### src/rtl/gpx_pkg.sv
package gpx_pkg;
    localparam int ADDR_W = 4;

    localparam logic [ADDR_W-1:0] OFS_DIR_LO  = 4'h0;
    localparam logic [ADDR_W-1:0] OFS_DIR_HI  = 4'h1;
    localparam logic [ADDR_W-1:0] OFS_DIN_LO  = 4'h2;
    localparam logic [ADDR_W-1:0] OFS_DIN_HI  = 4'h3;
    localparam logic [ADDR_W-1:0] OFS_DOUT_LO = 4'h4;
    localparam logic [ADDR_W-1:0] OFS_DOUT_HI = 4'h5;
    localparam logic [ADDR_W-1:0] OFS_EDGE_LO = 4'h6;
    localparam logic [ADDR_W-1:0] OFS_EDGE_HI = 4'h7;
    localparam logic [ADDR_W-1:0] OFS_IEN_LO  = 4'h8;
    localparam logic [ADDR_W-1:0] OFS_IEN_HI  = 4'h9;
    localparam logic [ADDR_W-1:0] OFS_FLAG_LO = 4'hA;
    localparam logic [ADDR_W-1:0] OFS_FLAG_HI = 4'hB;
endpackage

### src/rtl/gpx_sync.sv
module gpx_sync #(
    parameter int W      = 32,
    parameter int STAGES = 2
) (
    input  logic         clk,
    input  logic         rst_n,
    input  logic [W-1:0] d,
    output logic [W-1:0] q
);
    logic [W-1:0] stage_q [STAGES];

    always_ff @(posedge clk or negedge rst_n) begin
        if (!rst_n) begin
            for (int i = 0; i < STAGES; i++) stage_q[i] <= '0;
        end else begin
            stage_q[0] <= d;
            for (int i = 1; i < STAGES; i++) stage_q[i] <= stage_q[i-1];
        end
    end

    assign q = stage_q[STAGES-1];
endmodule

### src/rtl/gpx_irq_bank.sv
module gpx_irq_bank #(
    parameter int NPINS = 32
) (
    input  logic             clk,
    input  logic             rst_n,
    input  logic [NPINS-1:0] pin_sync,
    input  logic [NPINS-1:0] edge_sel,
    input  logic [NPINS-1:0] irq_en,
    input  logic [NPINS-1:0] clr_mask,
    output logic [NPINS-1:0] flags,
    output logic             irq_n
);
    logic [NPINS-1:0] prev_q;
    logic [NPINS-1:0] hit;
    logic [NPINS-1:0] flags_q;

    for (genvar p = 0; p < NPINS; p++) begin : g_pin
        // rising when select is 1, falling when select is 0
        assign hit[p] = irq_en[p] & (edge_sel[p] ? (pin_sync[p] & ~prev_q[p])
                                                 : (~pin_sync[p] & prev_q[p]));
    end

    always_ff @(posedge clk or negedge rst_n) begin
        if (!rst_n) begin
            prev_q  <= '0;
            flags_q <= '0;
        end else begin
            prev_q  <= pin_sync;
            // a new event overrides a simultaneous clear
            flags_q <= (flags_q & ~clr_mask) | hit;
        end
    end

    assign flags = flags_q;
    assign irq_n = ~(|flags_q);
endmodule

### src/rtl/gpio_edge_ctrl.sv
module gpio_edge_ctrl
    import gpx_pkg::*;
#(
    parameter int WORD_W      = 16,
    parameter int SYNC_STAGES = 2
) (
    input  logic                clk,
    input  logic                rst_n,
    input  logic                bus_en,
    input  logic                bus_we,
    input  logic [ADDR_W-1:0]   bus_addr,
    input  logic [WORD_W-1:0]   bus_wdata,
    output logic [WORD_W-1:0]   bus_rdata,
    input  logic [2*WORD_W-1:0] pad_in,
    output logic [2*WORD_W-1:0] pad_out,
    output logic [2*WORD_W-1:0] pad_oe,
    output logic                cpu_irq_n
);
    localparam int NPINS = 2 * WORD_W;

    logic [NPINS-1:0] dir_q, dout_q, edge_q, ien_q;
    logic [NPINS-1:0] pin_sync, din_view, clr_mask, flag_vec;
    logic [WORD_W-1:0] rd_word, rdata_q;
    logic wr_req, rd_req;

    assign wr_req = bus_en & bus_we;
    assign rd_req = bus_en & ~bus_we;

    gpx_sync #(.W(NPINS), .STAGES(SYNC_STAGES)) u_sync (
        .clk   (clk),
        .rst_n (rst_n),
        .d     (pad_in),
        .q     (pin_sync)
    );

    always_ff @(posedge clk or negedge rst_n) begin
        if (!rst_n) begin
            dir_q  <= '0;
            dout_q <= '0;
            edge_q <= '0;
            ien_q  <= '0;
        end else if (wr_req) begin
            case (bus_addr)
                OFS_DIR_LO:  dir_q[WORD_W-1:0]      <= bus_wdata;
                OFS_DIR_HI:  dir_q[NPINS-1:WORD_W]  <= bus_wdata;
                OFS_DOUT_LO: dout_q[WORD_W-1:0]     <= bus_wdata;
                OFS_DOUT_HI: dout_q[NPINS-1:WORD_W] <= bus_wdata;
                OFS_EDGE_LO: edge_q[WORD_W-1:0]     <= bus_wdata;
                OFS_EDGE_HI: edge_q[NPINS-1:WORD_W] <= bus_wdata;
                OFS_IEN_LO:  ien_q[WORD_W-1:0]      <= bus_wdata;
                OFS_IEN_HI:  ien_q[NPINS-1:WORD_W]  <= bus_wdata;
                default: ;
            endcase
        end
    end

    always_comb begin
        clr_mask = '0;
        if (wr_req && bus_addr == OFS_FLAG_LO) clr_mask[WORD_W-1:0]     = bus_wdata;
        if (wr_req && bus_addr == OFS_FLAG_HI) clr_mask[NPINS-1:WORD_W] = bus_wdata;
    end

    gpx_irq_bank #(.NPINS(NPINS)) u_bank (
        .clk      (clk),
        .rst_n    (rst_n),
        .pin_sync (pin_sync),
        .edge_sel (edge_q),
        .irq_en   (ien_q),
        .clr_mask (clr_mask),
        .flags    (flag_vec),
        .irq_n    (cpu_irq_n)
    );

    assign din_view = (dir_q & dout_q) | (~dir_q & pin_sync);

    always_comb begin
        case (bus_addr)
            OFS_DIR_LO:  rd_word = dir_q[WORD_W-1:0];
            OFS_DIR_HI:  rd_word = dir_q[NPINS-1:WORD_W];
            OFS_DIN_LO:  rd_word = din_view[WORD_W-1:0];
            OFS_DIN_HI:  rd_word = din_view[NPINS-1:WORD_W];
            OFS_DOUT_LO: rd_word = dout_q[WORD_W-1:0];
            OFS_DOUT_HI: rd_word = dout_q[NPINS-1:WORD_W];
            OFS_EDGE_LO: rd_word = edge_q[WORD_W-1:0];
            OFS_EDGE_HI: rd_word = edge_q[NPINS-1:WORD_W];
            OFS_IEN_LO:  rd_word = ien_q[WORD_W-1:0];
            OFS_IEN_HI:  rd_word = ien_q[NPINS-1:WORD_W];
            OFS_FLAG_LO: rd_word = flag_vec[WORD_W-1:0];
            OFS_FLAG_HI: rd_word = flag_vec[NPINS-1:WORD_W];
            default:     rd_word = '0;
        endcase
    end

    always_ff @(posedge clk or negedge rst_n) begin
        if (!rst_n) rdata_q <= '0;
        else        rdata_q <= rd_req ? rd_word : '0;
    end

    assign bus_rdata = rdata_q;
    assign pad_oe    = dir_q;
    assign pad_out   = dir_q & dout_q;
endmodule

### config.mk
export PLATFORM = sky130hd
export DESIGN_NAME = gpio_edge_ctrl
export DESIGN_NICKNAME = d
export VERILOG_FILES = /design/src/rtl/gpx_pkg.sv /design/src/rtl/gpx_sync.sv /design/src/rtl/gpx_irq_bank.sv /design/src/rtl/gpio_edge_ctrl.sv
export SDC_FILE = /design/constraint.sdc
export NUM_CORES = 1
export LEC_CHECK = 0
export CAP_MARGIN = 40
export CORE_ASPECT_RATIO = 0.8
export CORE_MARGIN = 5
export CORE_UTILIZATION = 50
export DETAILED_ROUTE_END_ITERATION = 10
export DONT_BUFFER_PORTS = 1
export GPL_ROUTABILITY_DRIVEN = 0
export PLACE_DENSITY = 0.79
export SETUP_SLACK_MARGIN = 0.2
export SYNTH_ARGS = -nofsm -noshare
export SYNTH_HDL_FRONTEND = slang
export SYNTH_HIERARCHICAL = 1
export SYNTH_SLANG_ARGS = --single-unit
### constraint.sdc
create_clock -name clk -period 1.3 [get_ports clk]
set_input_delay 0.065 -clock clk [delete_from_list [all_inputs] [get_ports clk]]
set_output_delay 0.065 -clock clk [all_outputs]
set_load 0.02 [all_outputs]
==> flow_summary.json, run 1 <==
{
  "status": "complete, but fails checks",
  "violations": "negative hold slack, negative setup slack",
  "syn_nets": 1045,
  "io-pin-count": 137,
  "hold_path_class": "in -> async",
  "cts_tree": "done",
  "required_ps": 1240,
  "drt-total-wl_microns": 40000,
  "synthDistinctLibCells": 48,
  "crit_buf_inv": 1,
  "hpwlAfterDp_microns": 24100,
  "finalCritPeriodShare_pct": 155,
  "clk_latency_ps": 550,
  "clkTransAtPathRegs_ps": 60,
  "core-area_sq_um": 24100,
  "drt_iter0_markers": 1076,
  "cts_sinks": 272,
  "reg2reg_from": "pad_oe[31]",
  "grt_pass1_vias": 9892,
  "netlist_top_cells_area": "dfrtp_1 (56%), mux2_2 (12%), and2_1 (3.4%)",
  "rsz0062_at_grt": "yes",
  "finalMaxSlewViolations": 0,
  "synth_adder_area_share_pct": 0,
  "startpoint_type": "flop",
  "crit_arrival_ps": 1950,
  "timing.rr.end": "bus_rdata[15]",
  "drt-vias-per-instance": 6.21,
  "htreeDepth": 1,
  "syn_avg_cell_area_sq_um": 12.2,
  "vias": 9583,
  "async_flop_share_pct": 100,
  "vdd_drop_max_v": 0.00137,
  "die_w_microns": 184,
  "drive_above_1_share_pct": 43.1,
  "setup_viol": 71,
  "synth_top_area_share_pct": 56.2,
  "yosys_warnings": 6,
  "slew-limit-headroom_pct": 48.1,
  "crit_type": "reg -> out",
  "cap_violations": 0,
  "fin_util_pct": 67.4,
  "place_ws_ps": -142,
  "drc_errors": 0,
  "antenna_left": 0,
  "grt.total_usage_pct": 28.1,
  "io_buffer_count": 0,
  "end_kind": "primary output",
  "final_nets": 1261,
  "globalRouteOverflowTotal": 0,
  "syn_inst": 989,
  "fmaxAchievable_ghz": 0.496,
  "num_antenna_cells": 0,
  "fillers": 1629,
  "synth_edf_count": 0,
  "die_h_microns": 149,
  "whs_ps": -772,
  "yosysMostFrequentCell": "dfrtp_1",
  "hold_violations": 274,
  "cts_buffer_depth": 3,
  "row_count": 51,
  "die_area_sq_um": 27500,
  "leakage_uw": 0.00745,
  "crit_path_top_delay_cell": "dfrtp_1",
  "syn_area_sq_um": 12100,
  "tightest_slew_ps": 778,
  "synth_common_cells": "dfrtp_1 (272), mux2_2 (133), and2_1 (66)",
  "grt_pass1_wl_microns": 59300,
  "start_util_pct": 50.2,
  "synth_top_family_by_area": "multiplexers",
  "synthSimpleGateAreaFrac_pct": 13.0,
  "numCtsBuffers": 26,
  "drt-pass1-iter-count": 5,
  "grt_max_degree": 273,
  "critPathMaxFanout": 3,
  "ys.flop_type": "dfrtp_1",
  "synth_xor_area_share_pct": 0,
  "yosysTopAreaCell": "dfrtp_1",
  "setup_ws_ps": -716,
  "cp_top_family": "simple AND/OR/NAND/NOR gates",
  "power_density_nw_per_um2": 1430,
  "rrSetupSlack_ps": -100,
  "skew_ps": 18.0,
  "synth_compound_area_share_pct": 11.0,
  "r2r.worst_path.cells": 5,
  "cpPeakStageDelay_ps": 440,
  "min_period_ps": 2020,
  "grt_antenna_before_repair": 3,
  "ys_ff_latch": 272,
  "root_buffer": "clkbuf_16",
  "crit_chain": "nor4_2 -> nand4_1 -> nor2_4 -> buf_6",
  "ys_seq_area_share_pct": 56.2,
  "syn_to_final_growth_pct": 34.3,
  "muxShareOfSynthArea_pct": 14.3,
  "wl_per_cell_microns": 25.9
}
-- where the power goes --
part	switching [uW]	total [uW]	leakage (uW)	internal, uW
Sequential	1200	10800	0.00324	9630
Combinational	2190	5070	0.00381	2880
Clock	3220	7390	0.000406	4180
Total	6610	23300	0.00745	16700
-- cells by family after synthesis --
logic type | Yosys count
AO/OA/AOI/OAI | 209
buffers and inverters | 123
flip-flops | 272
multiplexers | 155
AND/OR/NAND/NOR | 230
-- timing repair --
item | in CTS | in global routing
pin swaps | 38 | 26
hold endpoints to repair | 480 | 276
cloned | 0 | 2
hold buffers | 59 | 1
gates resized for setup | 151 | 81
setup buffers | 35 | 8
setup endpoints to repair | 89 | 169
-- state kept, by name, indices dropped and copies added (netlist names) --
| signal | flops |
|---|---|
| u_sync/stage_q | 32 |
| edge_q | 32 |
| u_sync/q | 32 |
| ien_q | 32 |
| u_bank/prev_q | 32 |
| dout_q | 32 |
| bus_rdata | 16 |
| pad_oe | 32 |
| u_bank/flags | 32 |
-- metal layers --
metal,up-vias,global-route usage [%],wire [microns]
li1,3971,-,-
met1,4809,38.7,15700
met2,650,43.3,18000
met3,149,7.09,4530
met4,4,10.7,1740
met5,-,0,30
-- how the worst max path moves through the flow --
stage | from | cells past startpoint | slack [ps] | to
global placement | u_bank/flags[11] | 4 | -180 | cpu_irq_n
CTS | u_bank/flags[14] | 5 | -630 | cpu_irq_n
finish | u_bank/flags[8] | 4 | -720 | cpu_irq_n
floorplan | pad_oe[25] | 5 | -80 | bus_rdata[9]
detailed placement | u_bank/flags[29] | 4 | -140 | cpu_irq_n
global route | u_bank/flags[13] | 4 | -700 | cpu_irq_n
-- metrics by stage --
step | setup TNS (ps) | hold WS [ps] | total power (uW) | area (sq um) | instances
after floorplan | -3730 | -231 | 13100 | 12600 | 989
after global placement | -226 | -214 | 14300 | 13700 | 1389
after detailed placement | -450 | -215 | 14500 | 13700 | 1389
after CTS | -31200 | -783 | 23000 | 15900 | 1530
after global routing | -15410 | -788 | 24200 | 16300 | 1542
final | -14160 | -772 | 23300 | 16300 | 1542
-- worst reg2reg max path: cells and delay by family, from the launching register on --
kind	cells	cell delay, ps
AOI/OAI and AO/OA	3	340
DFF	1	430
and+or+nand+nor	2	510
-- placed cells by master (no fill, tap or decap), drive strengths merged, types with 10 or more instances in the layout --
| cell type | Yosys | layout |
|---|---|---|
| mux2i | 21 | 21 |
| nor4 | 13 | 13 |
| dlygate4sd3 | 0 | 55 |
| mux2 | 133 | 133 |
| nor3b | 42 | 42 |
| dfrtp | 272 | 272 |
| buf | 64 | 199 |
| and3b | 32 | 32 |
| and2 | 66 | 66 |
| nor3 | 10 | 10 |
| a21oi | 38 | 38 |
| o22ai | 18 | 18 |
| a22oi | 25 | 25 |
| o21ai | 65 | 65 |
| clkbuf | 6 | 43 |
| nor2 | 28 | 28 |
| inv | 53 | 53 |
| nand2 | 15 | 15 |
-- cell type report --
| type | count | area (sq um) | share of cell area (%) |
|---|---|---|---|
| clock inverters | 8 | 65.1 | 0.400 |
| inverters | 53 | 199 | 1.22 |
| clock buffers | 39 | 751 | 4.62 |
| flip-flops and latches | 272 | 6850 | 42.1 |
| well taps | 318 | 398 | 2.45 |
| repair buffers | 258 | 2590 | 15.9 |
| multi-input cells | 594 | 5410 | 33.3 |
(Power assumes the default switching activity.)
==> run 2, diff against run 1 <==
--- a/config.mk
+++ b/config.mk
@@ -9,6 +9,7 @@
 export CORE_ASPECT_RATIO = 0.8
 export CORE_MARGIN = 5
 export CORE_UTILIZATION = 50
+export CTS_BUF_LIST = sky130_fd_sc_hd__clkbuf_8
 export DETAILED_ROUTE_END_ITERATION = 10
 export DONT_BUFFER_PORTS = 1
 export GPL_ROUTABILITY_DRIVEN = 0
@@ -18,3 +19,4 @@
 export SYNTH_HDL_FRONTEND = slang
 export SYNTH_HIERARCHICAL = 1
 export SYNTH_SLANG_ARGS = --single-unit
+export TNS_END_PERCENT = 1
==> run 2 against run 1 <==
Against the previous run: the flow still finishes with violations (negative hold slack, negative setup slack); cell count down 0.39%; fmax up 2.9%; largest power group unchanged; combinational power down 19%; clock-buffer cell count up 15; design area down 6.5%; register-to-register slack about the same; die area unchanged; clock skew up 3.6 ps; sequential power about the same; first-iteration DRC count up 4.2%; via count down 3.9%; critical path depth unchanged.
==> flow_summary.json, run 2 (same netlist as run 1, synthesis figures left out) <==
{
  "drt_iter0_markers": 1121,
  "grt_pass1_vias": 9445,
  "regArea_sq_um": 6830,
  "drc_errors": 0,
  "crit_buf_inv": 1,
  "dpl_cell_area_sq_um": 13400,
  "final_cell_mix": "dfrtp_1 (254), mux2_2 (133), buf_4 (124), inv_1 (68)",
  "io-pin-count": 137,
  "multiInputGateArea_sq_um": 4870,
  "vias": 9205,
  "hold_path_class": "in -> async",
  "crit_arrival_ps": 1890,
  "wl_per_cell_microns": 23.7,
  "whs_ps": -781,
  "slew-limit-headroom_pct": 53.7,
  "r2r.worst_path.cells": 5,
  "finalCritPeriodShare_pct": 151,
  "grt_max_degree": 273,
  "root_buffer": "clkbuf_8",
  "die_area_sq_um": 27500,
  "drt-total-wl_microns": 36400,
  "cp-endpoint": "cpu_irq_n",
  "startpoint_type": "flop",
  "grt_antenna_before_repair": 0,
  "fmaxAchievable_ghz": 0.510,
  "finalMaxSlewViolations": 0,
  "final_nets": 1246,
  "fin_util_pct": 63.1,
  "drt-pass1-iter-count": 5,
  "cts_tree": "done",
  "reg2reg_from": "dout_q[24]",
  "setup_ws_ps": -660,
  "skew_ps": 21.5,
  "start_util_pct": 50.2,
  "seq_power_share_pct": 48.9,
  "htreeDepth": 2,
  "leakage_uw": 0.00709,
  "clock_power_share_pct": 32.6,
  "hold_violations": 273,
  "violations": "negative hold slack, negative setup slack",
  "final_common_cell": "dfrtp_1",
  "vdd_drop_max_v": 0.00104,
  "cts_sinks": 272,
  "globalRouteOverflowTotal": 0,
  "grt.total_usage_pct": 26.2,
  "total_power_uw": 22100,
  "min_period_ps": 1960,
  "cts_buffer_depth": 3,
  "comb_power_share_pct": 18.5,
  "p_int_uw": 15800,
  "hpwlAfterDp_microns": 23400,
  "num_antenna_cells": 0,
  "setup_viol": 43,
  "core-area_sq_um": 24100,
  "drt-vias-per-instance": 5.99,
  "cpPeakStageDelay_ps": 480,
  "end_kind": "primary output",
  "die_h_microns": 149,
  "crit_path_top_delay_cell": "dfrtp_1",
  "clk_latency_ps": 550,
  "cp_num_cells": 4,
  "io_buffer_count": 0,
  "antenna_left": 0,
  "clkTransAtPathRegs_ps": 60,
  "cp-startpoint": "u_bank/flags[11]",
  "crit_chain": "nor4_2 -> nand4_1 -> nor2_2 -> buf_6",
  "drive_above_1_share_pct": 37.5,
  "final_cell_area_sq_um": 15200,
  "grt_pass1_wl_microns": 55200,
  "power_density_nw_per_um2": 1450,
  "rsz0062_at_grt": "yes",
  "rrSetupSlack_ps": -90,
  "timing.rr.end": "bus_rdata[8]",
  "row_count": 51,
  "critPathMaxFanout": 3,
  "switching_share_pct": 28.7,
  "die_w_microns": 184,
  "numCtsBuffers": 42,
  "syn_to_final_growth_pct": 25.6,
  "p_sw_uw": 6350,
  "fillers": 1831,
  "cp_top_family": "simple AND/OR/NAND/NOR gates",
  "required_ps": 1240,
  "place_ws_ps": -193,
  "crit_type": "reg -> out",
  "status": "complete, but fails checks",
  "tightest_slew_ps": 693,
  "cap_violations": 0
}
[run 2: through the flow]
step	instances	hold slack, ps	TNS (ps)
finish	1536	-781	-2800
detailed placement	1404	-218	-7310
CTS	1533	-805	-7310
global route	1536	-807	-5020
floorplan	989	-231	-4730
global placement	1403	-215	-5440
[run 2: timing repair]
action | 4_1_cts | 5_1_grt
resized for setup | 105 | 50
setup endpoints to repair | 93 | 103
setup buffers | 0 | 2
hold buffers | 57 | 1
pin swaps | 24 | 15
endpoints found under the hold margin | 480 | 273
[run 2: cell type report]
type | instances | area share, %
repair buffers | 227 | 13.7
flip-flops and latches | 272 | 44.9
clock buffers | 54 | 4.89
clock inverters | 18 | 0.633
multi-input cells | 594 | 32.0
inverters | 53 | 1.31
well taps | 318 | 2.62
[run 2: power groups by stage]
| stage | logic (uW) | clock network [uW] | registers [uW] |
|---|---|---|---|
| after global routing | 4380 | 7670 | 10900 |
| after floorplan | 2000 | 0 | 10700 |
| final | 4100 | 7200 | 10800 |
| after global placement | 3290 | 0 | 10700 |
| after CTS | 3940 | 7290 | 10700 |
| after detailed placement | 3400 | 0 | 10800 |
[run 2: per-layer routing]
metal  vias to the layer above  global-route usage [%]  wire, microns
li1                       3951                       -              -
met1                      4602                    35.6          14700
met2                       543                    39.6          16100
met3                       109                    8.78           4240
met4                         0                    9.09           1300
met5                         -                       0              0
[run 2: how the worst min path moves through the flow]
stage / start / to / slack (ps) / cells after the start
after floorplan: rst_n / bus_rdata[0] / -230 / 0
after global placement: rst_n / u_sync/stage_q[50] / -210 / 0
after detailed placement: rst_n / u_sync/stage_q[50] / -220 / 0
after CTS: rst_n / bus_rdata[0] / -800 / 0
after global routing: rst_n / u_sync/stage_q[50] / -810 / 0
final: rst_n / u_sync/stage_q[50] / -780 / 0
[run 2: worst register-to-register path: cells and delay by family (launching register included)]
family,cells,cell delay (ps)
simple gates,1,180
compound gates,4,640
flops,1,440
